[config.mk]
export PLATFORM = sky130hd
export DESIGN_NAME = twin_dma_engine
export DESIGN_NICKNAME = d
export VERILOG_FILES = /design/src/rtl/twin_dma_pkg.sv /design/src/rtl/twin_dma_chan.sv /design/src/rtl/twin_dma_arb.sv /design/src/rtl/twin_dma_mover.sv /design/src/rtl/twin_dma_engine.sv
export SDC_FILE = /design/constraint.sdc
export NUM_CORES = 1
export LEC_CHECK = 0
export ABC_AREA = 1
export BUFFER_PORTS_ARGS = -buffer_cell sky130_fd_sc_hd__buf_2
export CAP_MARGIN = 25
export CORE_ASPECT_RATIO = 2
export CORE_UTILIZATION = 39
export CTS_BUF_LIST = sky130_fd_sc_hd__clkbuf_8
export DETAILED_ROUTE_END_ITERATION = 8
export GPL_ROUTABILITY_DRIVEN = 0
export PLACE_DENSITY = 0.53
export SKIP_CTS_REPAIR_TIMING = 1
export SLEW_MARGIN = 25
export SYNTH_ARGS = -nofsm -noshare
export SYNTH_HDL_FRONTEND = slang
export SYNTH_SLANG_ARGS = --single-unit
[constraint.sdc]
create_clock -name clk -period 3.3 [get_ports clk]
set_input_delay 0.99 -clock clk [delete_from_list [all_inputs] [get_ports clk]]
set_output_delay 0.99 -clock clk [all_outputs]
set_load 0.01 [all_outputs]
[src/rtl/twin_dma_pkg.sv]
`timescale 1ns/1ps
package twin_dma_pkg;

   typedef enum logic [1:0] {MV_IDLE, MV_READ, MV_WRITE} mv_state_e;

   localparam int REG_SRC  = 0;
   localparam int REG_DST  = 1;
   localparam int REG_CNT  = 2;
   localparam int REG_CTRL = 3;

   localparam int GB_RR      = 0;
   localparam int GB_TRIG_LO = 2;
   localparam int GB_CLR_LO  = 4;

   typedef struct packed {
      logic       arm;
      logic [3:0] sel;
      logic       hw;
      logic       dfix;
      logic       sfix;
      logic       burst;
      logic [1:0] size;
   } chan_ctrl_t;

   function automatic chan_ctrl_t ctrl_from_word(input logic [31:0] w);
      chan_ctrl_t c;
      c.arm   = w[15];
      c.sel   = w[11:8];
      c.hw    = w[5];
      c.dfix  = w[4];
      c.sfix  = w[3];
      c.burst = w[2];
      c.size  = w[1:0];
      return c;
   endfunction

   function automatic logic [31:0] ctrl_to_word(input chan_ctrl_t c);
      logic [31:0] w;
      w        = '0;
      w[15]    = c.arm;
      w[11:8]  = c.sel;
      w[5]     = c.hw;
      w[4]     = c.dfix;
      w[3]     = c.sfix;
      w[2]     = c.burst;
      w[1:0]   = c.size;
      return w;
   endfunction

   function automatic logic [2:0] size_bytes(input logic [1:0] s);
      case (s)
         2'd0:    return 3'd1;
         2'd1:    return 3'd2;
         default: return 3'd4;
      endcase
   endfunction

   function automatic logic [31:0] size_mask(input logic [1:0] s);
      case (s)
         2'd0:    return 32'h0000_00FF;
         2'd1:    return 32'h0000_FFFF;
         default: return 32'hFFFF_FFFF;
      endcase
   endfunction

endpackage

[src/rtl/twin_dma_chan.sv]
`timescale 1ns/1ps
module twin_dma_chan
   import twin_dma_pkg::*;
#(
   parameter int ADDR_W     = 32,
   parameter int CNT_W      = 16,
   parameter int NUM_HW_REQ = 4
) (
   input  logic                  clk,
   input  logic                  rst_n,
   input  logic                  wr_en,
   input  logic [1:0]            reg_sel,
   input  logic [31:0]           wr_data,
   input  logic                  trig,
   input  logic                  irq_clr,
   input  logic                  xfer_done,
   input  logic [NUM_HW_REQ-1:0] hw_req,
   output logic [ADDR_W-1:0]     src_q,
   output logic [ADDR_W-1:0]     dst_q,
   output logic [CNT_W-1:0]      cnt_q,
   output chan_ctrl_t            ctrl_q,
   output logic                  req,
   output logic                  last,
   output logic                  irq_q,
   output logic [31:0]           rd_data
);

   logic              sw_flag;
   logic              hw_level;
   logic [ADDR_W-1:0] step;

   always_comb begin
      hw_level = 1'b0;
      for (int k = 0; k < NUM_HW_REQ; k++) begin
         if (ctrl_q.sel == 4'(k)) hw_level = hw_req[k];
      end
   end

   assign step = ADDR_W'(size_bytes(ctrl_q.size));
   assign req  = ctrl_q.arm & (ctrl_q.hw ? hw_level : sw_flag);
   assign last = (cnt_q == CNT_W'(1));

   always_comb begin
      case (reg_sel)
         2'd0:    rd_data = 32'(src_q);
         2'd1:    rd_data = 32'(dst_q);
         2'd2:    rd_data = 32'(cnt_q);
         default: rd_data = ctrl_to_word(ctrl_q);
      endcase
   end

   always_ff @(posedge clk or negedge rst_n) begin
      if (!rst_n) begin
         src_q   <= '0;
         dst_q   <= '0;
         cnt_q   <= '0;
         ctrl_q  <= '0;
         sw_flag <= 1'b0;
         irq_q   <= 1'b0;
      end else begin
         if (irq_clr) irq_q <= 1'b0;
         if (xfer_done) begin
            if (!ctrl_q.sfix) src_q <= src_q + step;
            if (!ctrl_q.dfix) dst_q <= dst_q + step;
            cnt_q   <= cnt_q - CNT_W'(1);
            sw_flag <= 1'b0;
            if (last) begin
               ctrl_q.arm <= 1'b0;
               irq_q      <= 1'b1;
            end
         end
         if (trig) sw_flag <= 1'b1;
         if (wr_en) begin
            case (reg_sel)
               2'd0:    src_q  <= wr_data[ADDR_W-1:0];
               2'd1:    dst_q  <= wr_data[ADDR_W-1:0];
               2'd2:    cnt_q  <= wr_data[CNT_W-1:0];
               default: ctrl_q <= ctrl_from_word(wr_data);
            endcase
         end
      end
   end

endmodule

[src/rtl/twin_dma_arb.sv]
`timescale 1ns/1ps
module twin_dma_arb (
   input  logic       clk,
   input  logic       rst_n,
   input  logic [1:0] req,
   input  logic       rr_mode,
   input  logic       take,
   output logic       gnt_ch
);

   logic last_q;

   always_comb begin
      if (req == 2'b11) gnt_ch = rr_mode ? ~last_q : 1'b0;
      else              gnt_ch = ~req[0];
   end

   always_ff @(posedge clk or negedge rst_n) begin
      if (!rst_n)    last_q <= 1'b1;
      else if (take) last_q <= gnt_ch;
   end

endmodule

[src/rtl/twin_dma_mover.sv]
`timescale 1ns/1ps
module twin_dma_mover
   import twin_dma_pkg::*;
#(
   parameter int ADDR_W = 32
) (
   input  logic                   clk,
   input  logic                   rst_n,
   input  logic                   any_req,
   input  logic                   gnt_ch,
   input  logic [1:0][ADDR_W-1:0] src_v,
   input  logic [1:0][ADDR_W-1:0] dst_v,
   input  logic [1:0][1:0]        size_v,
   input  logic [1:0]             burst_v,
   input  logic [1:0]             last_v,
   input  logic [31:0]            bus_rdata,
   input  logic                   bus_ack,
   output logic                   bus_req,
   output logic                   bus_we,
   output logic [ADDR_W-1:0]      bus_addr,
   output logic [1:0]             bus_size,
   output logic [31:0]            bus_wdata,
   output logic                   take,
   output logic                   cur_ch,
   output logic [1:0]             xfer_done
);

   mv_state_e   state_q;
   logic [31:0] data_q;

   assign take      = (state_q == MV_IDLE) & any_req;
   assign bus_req   = (state_q != MV_IDLE);
   assign bus_we    = (state_q == MV_WRITE);
   assign bus_addr  = bus_we ? dst_v[cur_ch] : src_v[cur_ch];
   assign bus_size  = size_v[cur_ch];
   assign bus_wdata = data_q;

   always_comb begin
      xfer_done = 2'b00;
      if (state_q == MV_WRITE && bus_ack) xfer_done[cur_ch] = 1'b1;
   end

   always_ff @(posedge clk or negedge rst_n) begin
      if (!rst_n) begin
         state_q <= MV_IDLE;
         cur_ch  <= 1'b0;
         data_q  <= '0;
      end else begin
         case (state_q)
            MV_IDLE: if (take) begin
               cur_ch  <= gnt_ch;
               state_q <= MV_READ;
            end
            MV_READ: if (bus_ack) begin
               data_q  <= bus_rdata & size_mask(size_v[cur_ch]);
               state_q <= MV_WRITE;
            end
            MV_WRITE: if (bus_ack) begin
               state_q <= (burst_v[cur_ch] & ~last_v[cur_ch]) ? MV_READ : MV_IDLE;
            end
            default: state_q <= MV_IDLE;
         endcase
      end
   end

endmodule

[src/rtl/twin_dma_engine.sv]
`timescale 1ns/1ps
module twin_dma_engine
   import twin_dma_pkg::*;
#(
   parameter int ADDR_W     = 32,
   parameter int CNT_W      = 16,
   parameter int NUM_HW_REQ = 4
) (
   input  logic                  clk,
   input  logic                  rst_n,
   input  logic                  cfg_we,
   input  logic [3:0]            cfg_addr,
   input  logic [31:0]           cfg_wdata,
   output logic [31:0]           cfg_rdata,
   input  logic [NUM_HW_REQ-1:0] hw_req,
   output logic [1:0]            hw_ack,
   output logic [1:0]            irq_done,
   output logic                  bus_req,
   output logic                  bus_we,
   output logic [ADDR_W-1:0]     bus_addr,
   output logic [1:0]            bus_size,
   output logic [31:0]           bus_wdata,
   input  logic [31:0]           bus_rdata,
   input  logic                  bus_ack
);

   localparam int NUM_CH = 2;

   generate
      if (NUM_HW_REQ < 1 || NUM_HW_REQ > 16) begin : g_bad_req
         $error("NUM_HW_REQ must lie in 1..16");
      end
      if (ADDR_W < 8 || ADDR_W > 32) begin : g_bad_addr
         $error("ADDR_W must lie in 8..32");
      end
      if (CNT_W < 2 || CNT_W > 16) begin : g_bad_cnt
         $error("CNT_W must lie in 2..16");
      end
   endgenerate

   logic                    glb_sel;
   logic                    rr_mode;
   logic [NUM_CH-1:0]       xfer_done;
   logic [NUM_CH-1:0]       ch_req;
   logic [NUM_CH-1:0]       ch_last;
   logic [NUM_CH-1:0]       ch_burst;
   logic [NUM_CH-1:0]       ch_sfix;
   logic [NUM_CH-1:0]       ch_hw;
   logic [NUM_CH-1:0][ADDR_W-1:0] ch_src;
   logic [NUM_CH-1:0][ADDR_W-1:0] ch_dst;
   logic [NUM_CH-1:0][CNT_W-1:0]  ch_cnt;
   logic [NUM_CH-1:0][1:0]        ch_size;
   logic [NUM_CH-1:0][31:0]       ch_rd;
   logic                    mv_take;
   logic                    mv_gnt;
   logic                    mv_cur;

   assign glb_sel = cfg_addr[3];

   for (genvar c = 0; c < NUM_CH; c++) begin : g_ch
      chan_ctrl_t ctrl;
      twin_dma_chan #(
         .ADDR_W    (ADDR_W),
         .CNT_W     (CNT_W),
         .NUM_HW_REQ(NUM_HW_REQ)
      ) chan_i (
         .clk      (clk),
         .rst_n    (rst_n),
         .wr_en    (cfg_we & ~glb_sel & (cfg_addr[2] == 1'(c))),
         .reg_sel  (cfg_addr[1:0]),
         .wr_data  (cfg_wdata),
         .trig     (cfg_we & glb_sel & cfg_wdata[GB_TRIG_LO + c]),
         .irq_clr  (cfg_we & glb_sel & cfg_wdata[GB_CLR_LO + c]),
         .xfer_done(xfer_done[c]),
         .hw_req   (hw_req),
         .src_q    (ch_src[c]),
         .dst_q    (ch_dst[c]),
         .cnt_q    (ch_cnt[c]),
         .ctrl_q   (ctrl),
         .req      (ch_req[c]),
         .last     (ch_last[c]),
         .irq_q    (irq_done[c]),
         .rd_data  (ch_rd[c])
      );
      assign ch_size[c]  = ctrl.size;
      assign ch_burst[c] = ctrl.burst;
      assign ch_sfix[c]  = ctrl.sfix;
      assign ch_hw[c]    = ctrl.hw;
   end

   always_ff @(posedge clk or negedge rst_n) begin
      if (!rst_n)                 rr_mode <= 1'b0;
      else if (cfg_we && glb_sel) rr_mode <= cfg_wdata[GB_RR];
   end

   always_comb begin
      if (glb_sel) begin
         cfg_rdata            = '0;
         cfg_rdata[GB_RR]     = rr_mode;
         cfg_rdata[GB_CLR_LO +: 2] = irq_done;
      end else begin
         cfg_rdata = ch_rd[cfg_addr[2]];
      end
   end

   twin_dma_arb arb_i (
      .clk    (clk),
      .rst_n  (rst_n),
      .req    (ch_req),
      .rr_mode(rr_mode),
      .take   (mv_take),
      .gnt_ch (mv_gnt)
   );

   twin_dma_mover #(.ADDR_W(ADDR_W)) mover_i (
      .clk      (clk),
      .rst_n    (rst_n),
      .any_req  (|ch_req),
      .gnt_ch   (mv_gnt),
      .src_v    (ch_src),
      .dst_v    (ch_dst),
      .size_v   (ch_size),
      .burst_v  (ch_burst),
      .last_v   (ch_last),
      .bus_rdata(bus_rdata),
      .bus_ack  (bus_ack),
      .bus_req  (bus_req),
      .bus_we   (bus_we),
      .bus_addr (bus_addr),
      .bus_size (bus_size),
      .bus_wdata(bus_wdata),
      .take     (mv_take),
      .cur_ch   (mv_cur),
      .xfer_done(xfer_done)
   );

   assign hw_ack = xfer_done & ch_hw;

endmodule

* After elaboration in Yosys (flattened, before gate mapping) *
Cells that the tools add are included.

storage, ports and cells
  bits in registers = 223
  output and inout port bits = 104

operators by class
  add/subtract/negate cells = 6
  $lt $le $gt $ge = 3
  eq/ne operators = 19
  multiplexer cells = 81
  bitwise logic cells = 20
  reductions and logical operators = 20

operators with widths
  operator                                                               number
  32-bit two-way mux                                                     26
  32-bit case mux with 3 select lines                                    2
  32-bit by 3-bit adder with 32-bit output                               4
  16-bit two-way mux                                                     6
  32-bit case mux with 2 select lines                                    1
  11-bit two-way mux                                                     4
  32-bit AND                                                             1
  16-bit by 1-bit == test with 1-bit output (second input constant)      2
  1-bit two-way mux                                                      32
  16-bit by 1-bit subtractor with 16-bit output (second input constant)  2
  4-bit by 2-bit == test with 1-bit output (second input constant)       4
  1-bit AND                                                              12
  2-bit two-way mux                                                      6
  3-bit case mux with 2 select lines                                     2
  2-bit by 1-bit == test with 1-bit output (second input constant)       5
  2-bit zero test                                                        5
  4-bit by 1-bit == test with 1-bit output (second input constant)       2
  4-bit zero test                                                        2
  2-bit AND reduction                                                    4
  2-bit == test (second input constant)                                  3
  2-bit inequality test (second input constant)                          3
  1-bit inverter                                                         6
  2-bit case mux with 3 select lines                                     1
  2-bit nonzero test                                                     3
  other kinds (8)                                                        11

* Longest topological paths before layout *
Gate-level depths: netlist of the first run.

  word-level depth = 11
  gate-level depth with buffers = 17
  gate-level depth less buffers = 16

* By module *
From an unflattened synthesis of the first run, not the netlist that was laid out.

unflattened totals
  cells, all modules = 2296
  area, all modules = 15884.0 um2

by module, submodules not included
  module                          times used  cells each  area an instance (um2)  seq. area each (um2)
  twin_dma_chan (g_ch[0].chan_i)  1           873         6303.5                  2327.2
  twin_dma_chan (g_ch[1].chan_i)  1           870         6268.5                  2327.2
  twin_dma_mover                  1           405         2596.2                  875.8
  twin_dma_engine                 1           141         660.6                   25.0
  twin_dma_arb                    1           7           55.1                    26.3

* Worst setup path before layout of the first run *
Ideal clock, no wire load.

  path kind = input port to output port
  start point = input port cfg_addr[1]
  end point = output port cfg_rdata[12]
  data arrival time = 2.205 ns
  required time = 2.310 ns
  path slack = 0.105 ns
  stages = 5
  buffers on the path = 2
  cells stage by stage = nor2_1 -> clkbuf_1 -> buf_1 -> a21oi_1 -> a311oi_1

on the way
  cells in the longest elaborated chain, start to end = 5
  elaborated cells on any way between the ends = 8
  classes of those cells = eq/ne: 2; mux: 5; reduce/logical: 1

RTL lines
  element                                                    line                    source
  start, declared                                            twin_dma_engine.sv:12   input logic [3:0] cfg_addr,
  2-bit == test, or another cell as far along                twin_dma_chan.sv:44     case (reg_sel)
  32-bit case mux with 3 select lines                        twin_dma_chan.sv:44
  32-bit two-way mux (implied by the code) (*) (2 in a row)  twin_dma_engine.sv:102  cfg_rdata = ch_rd[cfg_addr[2]];
  32-bit two-way mux (*)                                     twin_dma_engine.sv:97   if (glb_sel) begin
  end, declared                                              twin_dma_engine.sv:14   output logic [31:0] cfg_rdata,

Every way passes the cells marked *; elsewhere a longest branch is shown, timed or not. The select of a mux whose other input is x is not followed.

* Final worst setup path of the first run *
  start point = input port cfg_addr[0]
  end point = output port cfg_rdata[15]

Same word-level chain as after synthesis.

==> results_dict.tcl, run 1 <==
set metrics [dict create \
    outcome "finished with violations" \
    violations "setup timing" \
    fmax_mhz 301 \
    clkPwrFrac 0.212 \
    layout_commonest_cell "nand2_1" \
    worstSetupPathType "in -> out" \
    power_uw 13000 \
    grt_usage 0.360 \
    clock-root-buffer "clkbuf_8" \
    clk_latency_ns 0.59 \
    critical_path.slowest_cell "a211oi_1" \
    io_buffers 179 \
    cts_buffers 40 \
    final_area_sq_um 17900 \
    dieHeight_microns 280 \
    grt_max_degree 73 \
    num_rows 101 \
    p_per_area_nw_per_um2 725 \
    seqPwrFrac 0.379 \
    grt_pass1_wl_mm 103 \
    crit_path_max_fanout 8 \
    rr_startpoint "mover_i.cur_ch$_DFFE_PN0P_" \
    die_area_sq_um 39600 \
    ant_nets 0 \
    fin_skew_ns 0.0212 \
    power_switching_uw 6170 \
    initial_core_util 0.397 \
    via_per_inst 5.62 \
    endpoint "cfg_rdata[15]" \
    area_growth_pct 18.5 \
    cts.sinks 223 \
    antenna_found_initial 1 \
    async_flop_share 1.00 \
    syn-cell-area_sq_um 15100 \
    clk_pin_slew_ns 0.06 \
    power_leakage_uw 0.00871 \
    synth_ff_type "dfrtp_1" \
    cp_num_cells 9 \
    syn_area_per_cell_sq_um 6.75 \
    holdCritPathClass "in -> async" \
    vias 16700 \
    core-area_sq_um 38000 \
    drtIter0Drc 1275 \
    syn_nets 2325 \
    wl_per_cell_microns 23.8 \
    io_pins 180 \
    hold_viol_final 0 \
    worstSetupStartpoint "cfg_addr[0]" \
    hpwlAfterDp_mm 55.1 \
    tightest_slew_ns 0.687 \
    rsz0062_at_grt "yes" \
    cts_max_path_buffers 3 \
    internal-power_uw 6810 \
    rr_endpoint "g_ch[0].chan_i.src_q[16]$_DFF_PN0_" \
    synth-seq-cells 223 \
    h-tree-depth 2 \
    die_w_microns 141 \
    path_buf_inv 4 \
    remaining_drc_errors 0 \
    layout_common_cells "nand2_1 (524), inv_1 (275), nor2_1 (260)" \
    setup_violations 3 \
    grt-ovfl-total 0 \
    ys_warn_count 0 \
    fillers 4040 \
    maxCapViolCount 0 \
    ys_types 46 \
    cp_cell_sequence "buf_2, nor2_4, buf_4, buf_4, nand2_1, o221ai_1, a211oi_1, a211oi_1, buf_2" \
    nets 2519 \
    wl_mm 70.7 \
    p_comb_frac 0.410 \
    setup_tns_ns -0.0361 \
    finalCritPeriodShare 1.01 \
    drv_slew 0 \
    grt_pass1_vias 16400 \
    syn_inst 2237 \
    slew_headroom 0.541 \
    cp.required_ns 2.31 \
    synth_seq_area_share 0.370 \
    path_delay_family "buffers and inverters" \
    dr.pass1.iters 8 \
    startpoint_type "primary input" \
    vdd_ir_drop_max_v 0.000417 \
    tritoncts "yes" \
    worst_ep_arrival_time_ns 2.33 \
    synth_edf_count 0 \
    layout_setup_ws_ns -0.0213 \
    drive_gt1_frac 0.152 \
    r2r.worst_path.cells 10 \
    period_needed_ns 3.32 \
    r2r_slack_ns 0.66 \
    place_ws_ns -0.119 \
    p_sw_frac 0.476 \
    placed_cell_area_sq_um 16900 \
    slowest_delay_ns 0.30 \
    critPathCaptureType "primary output" \
]
## kinds of logic (layout without fill, tap and decap cells)
family | after synthesis | in the layout | synth area share
AO/OA/AOI/OAI | 503 | 503 | 0.190
XOR/XNOR | 70 | 70 | 0.0406
adder cells (fa/ha/maj) | 12 | 12 | 0.00994
buffers and inverters | 373 | 594 | 0.0936
flip-flops | 223 | 223 | 0.370
other | 0 | 1 | 0
AND/OR/NAND/NOR | 1056 | 1056 | 0.296
## sequential cells by signal (all words and copies together) (netlist names)
signal and flops:
g_ch.chan_i.dst_q 64, g_ch.chan_i.src_q 64, g_ch.chan_i.cnt_q 32, mover_i.bus_wdata 32, g_ch.chan_i.ctrl_q 22, g_ch.chan_i.irq_q 2, g_ch.chan_i.sw_flag 2, mover_i.state_q 2
arb_i.last_q 1, mover_i.cur_ch 1, rr_mode 1
## area by class of cell
type                    instances  area [sq um]  area share
clock inverters                19           103     0.00573
diodes                          1          2.50    0.000140
inverters                     280          1060      0.0592
well taps                     515           644      0.0360
flip-flops and latches        223          5580       0.312
multi-input cells            1641          8240       0.461
clock buffers                  50           688      0.0385
repair buffers                245          1570      0.0879
## cells in the mapped netlist, drive strengths merged (7+ instances only)
library cell,n,area share
clkbuf,82,0.020
a211oi,9,0.0045
buf,11,0.0035
xor2,60,0.035
a21oi,195,0.065
nor2,280,0.074
o22ai,32,0.013
nor3,67,0.024
ha,12,0.0099
nand4,28,0.012
xnor2,10,0.0058
nand3,139,0.048
inv,278,0.069
o2111ai,7,0.0041
dfrtp,222,0.37
a221oi,43,0.025
nand2,528,0.13
o21ai,180,0.060
o211ai,13,0.0065
## power groups by stage
stage / sequential, uW / combinational, uW / clock [uW]
global route: 4960 / 5850 / 2880
finish: 4910 / 5320 / 2750
floorplan: 4320 / 3210 / 0
global placement: 4910 / 5070 / 0
CTS: 4860 / 5150 / 2790
detailed placement: 4900 / 5130 / 0
## stage by stage
step / utilization / hold slack (ns) / std cells
after floorplan: - / 0.454 / 2237
after global placement: 0.443 / 0.458 / 2896
after detailed placement: 0.443 / 0.458 / 2896
after CTS: 0.464 / 0.410 / 2965
after global routing: 0.470 / 0.433 / 2974
final: 0.470 / 0.402 / 2974
## layer usage
metal,track usage,part of all wire,vias to the layer above
met4,0.415,0.14,0
li1,-,-,7802
met1,0.343,0.32,7765
met3,0.0596,0.067,312
met5,0,0,-
met2,0.614,0.47,829
## worst min-delay path by stage
stage	startpoint	endpoint	slack (ns)	cells past startpoint
3_3_place_gp	mover_i.bus_wdata[7]$_DFFE_PN0P_	mover_i.bus_wdata[7]$_DFFE_PN0P_	0.46	2
4_1_cts	rst_n	mover_i.bus_wdata[15]$_DFFE_PN0P_	0.41	1
3_5_place_dp	mover_i.bus_wdata[6]$_DFFE_PN0P_	mover_i.bus_wdata[6]$_DFFE_PN0P_	0.46	2
6_report	rst_n	mover_i.bus_wdata[5]$_DFFE_PN0P_	0.40	1
5_1_grt	rst_n	mover_i.bus_wdata[5]$_DFFE_PN0P_	0.43	1
2_1_floorplan	arb_i.last_q$_DFFE_PN1P_	arb_i.last_q$_DFFE_PN1P_	0.45	2
No activity file was read; power rests on OpenSTA's default activity.
==> inputs of run 2 (changes only) <==
--- a/config.mk
+++ b/config.mk
@@ -14,6 +14,7 @@
 export DETAILED_ROUTE_END_ITERATION = 8
 export GPL_ROUTABILITY_DRIVEN = 0
 export PLACE_DENSITY = 0.53
+export REMOVE_ABC_BUFFERS = 1
 export SKIP_CTS_REPAIR_TIMING = 1
 export SLEW_MARGIN = 25
 export SYNTH_ARGS = -nofsm -noshare
==> results_dict.tcl, run 2 (same netlist as run 1, synthesis figures left out) <==
set metrics [dict create \
    layout_commonest_cell "nand2_1" \
    drv_slew 0 \
    drtIter0Drc 1424 \
    die_w_microns 141 \
    period_needed_ns 3.49 \
    core-area_sq_um 38000 \
    crit_path_max_fanout 7 \
    holdCritPathClass "in -> async" \
    tightest_slew_ns 0.917 \
    power_leakage_uw 0.00884 \
    grt_max_degree 69 \
    antenna_found_initial 2 \
    ant_nets 0 \
    critPathCaptureType "primary output" \
    setup_tns_ns -3.10 \
    drive_gt1_frac 0.162 \
    outcome "finished with violations" \
    io_pins 180 \
    fin_skew_ns 0.0160 \
    tritoncts "yes" \
    fmax_mhz 287 \
    maxCapViolCount 0 \
    fillers 3963 \
    grt_pass1_vias 16500 \
    dr.pass1.iters 6 \
    vias 17000 \
    hold_viol_final 0 \
    finalCritPeriodShare 1.06 \
    clock-root-buffer "clkbuf_8" \
    grt-ovfl-total 0 \
    io_buffers 179 \
    startpoint_type "primary input" \
    slew_headroom 0.384 \
    dp.cells 2905 \
    num_rows 101 \
    via_per_inst 5.67 \
    power_uw 13100 \
    violations "setup timing" \
    vdd_ir_drop_max_v 0.000635 \
    largest_registers "g_ch.chan_i.dst_q (64), g_ch.chan_i.src_q (64)" \
    p_per_area_nw_per_um2 718 \
    grt_usage 0.363 \
    hpwlAfterDp_mm 55.2 \
    wl_mm 71.2 \
    stdcell_count 2994 \
    h-tree-depth 2 \
    clk_latency_ns 0.57 \
    rsz0062_at_grt "yes" \
    area_growth_pct 20.7 \
    cts_buffers 39 \
    cts.sinks 223 \
    place_ws_ns -0.160 \
    die_area_sq_um 39600 \
    cts_max_path_buffers 3 \
    worst_ep_arrival_time_ns 2.50 \
    layout_common_cells "nand2_1 (525), inv_1 (273), nor2_1 (260)" \
    whs_ns 0.301 \
    clk_pin_slew_ns 0.07 \
    dieHeight_microns 280 \
    grt_pass1_wl_mm 104 \
    worstSetupPathType "in -> out" \
    nets 2538 \
    setup_violations 29 \
    remaining_drc_errors 0 \
    cp.required_ns 2.31 \
    layout_setup_ws_ns -0.188 \
    initial_core_util 0.397 \
    wl_per_cell_microns 23.8 \
]
## run 2: area by class of cell
class                           instances  area [sq um]  share of cell area
Multi-Input combinational cell       1641          8310               0.456
Sequential cell                       223          5580               0.306
Timing Repair Buffer                  265          1830               0.100
Inverter                              280          1060              0.0581
Clock buffer                           51           702              0.0385
Tap cell                              515           644              0.0353
Clock inverter                         17          98.8             0.00542
Antenna cell                            2          5.00            0.000274
## run 2: critical path, cell delays in order
cell and delay [ns]:
buf_6 0.10, buf_6 0.11, nor2_4 0.18, clkinvlp_4 0.27, o21ai_2 0.21, a221oi_2 0.05
a311oi_1 0.31, buf_4 0.18, buf_6 0.09
## run 2: worst paths after layout
check / slack (ns) / to / from / cells past startpoint
setup reg to reg: 0.69 / g_ch[1].chan_i.src_q[8]$_DFF_PN0_ / mover_i.cur_ch$_DFFE_PN0P_ / 10
max in group asynchronous: 2.27 / g_ch[1].chan_i.cnt_q[5]$_DFF_PN0_ / rst_n / 2
min in group clk: 0.47 / mover_i.bus_wdata[4]$_DFFE_PN0P_ / mover_i.bus_wdata[4]$_DFFE_PN0P_ / 2
hold reg to reg: 0.47 / mover_i.bus_wdata[4]$_DFFE_PN0P_ / mover_i.bus_wdata[4]$_DFFE_PN0P_ / 2
setup / recovery: -0.19 / cfg_rdata[7] / cfg_addr[0] / 9
hold / removal: 0.30 / g_ch[0].chan_i.src_q[23]$_DFF_PN0_ / rst_n / 1
## run 2: metal layers
layer | GRT usage | share of wire | vias up
met5 | 0 | 0 | -
met4 | 0.407 | 0.13 | 0
met3 | 0.0584 | 0.064 | 335
met2 | 0.623 | 0.48 | 877
met1 | 0.347 | 0.32 | 7937
li1 | - | - | 7837
## run 2: stage by stage
step | cell area, sq um | utilization
after floorplan | 14700 | -
after global placement | 17000 | 0.446
after detailed placement | 17000 | 0.446
after CTS | 17800 | 0.467
after global routing | 18200 | 0.479
final | 18200 | 0.479
## run 2: where the power goes
group / internal, uW / switching, uW
Sequential: 3550 / 1340
Clock: 1460 / 1280
Combinational: 1900 / 3570
Total: 6900 / 6190
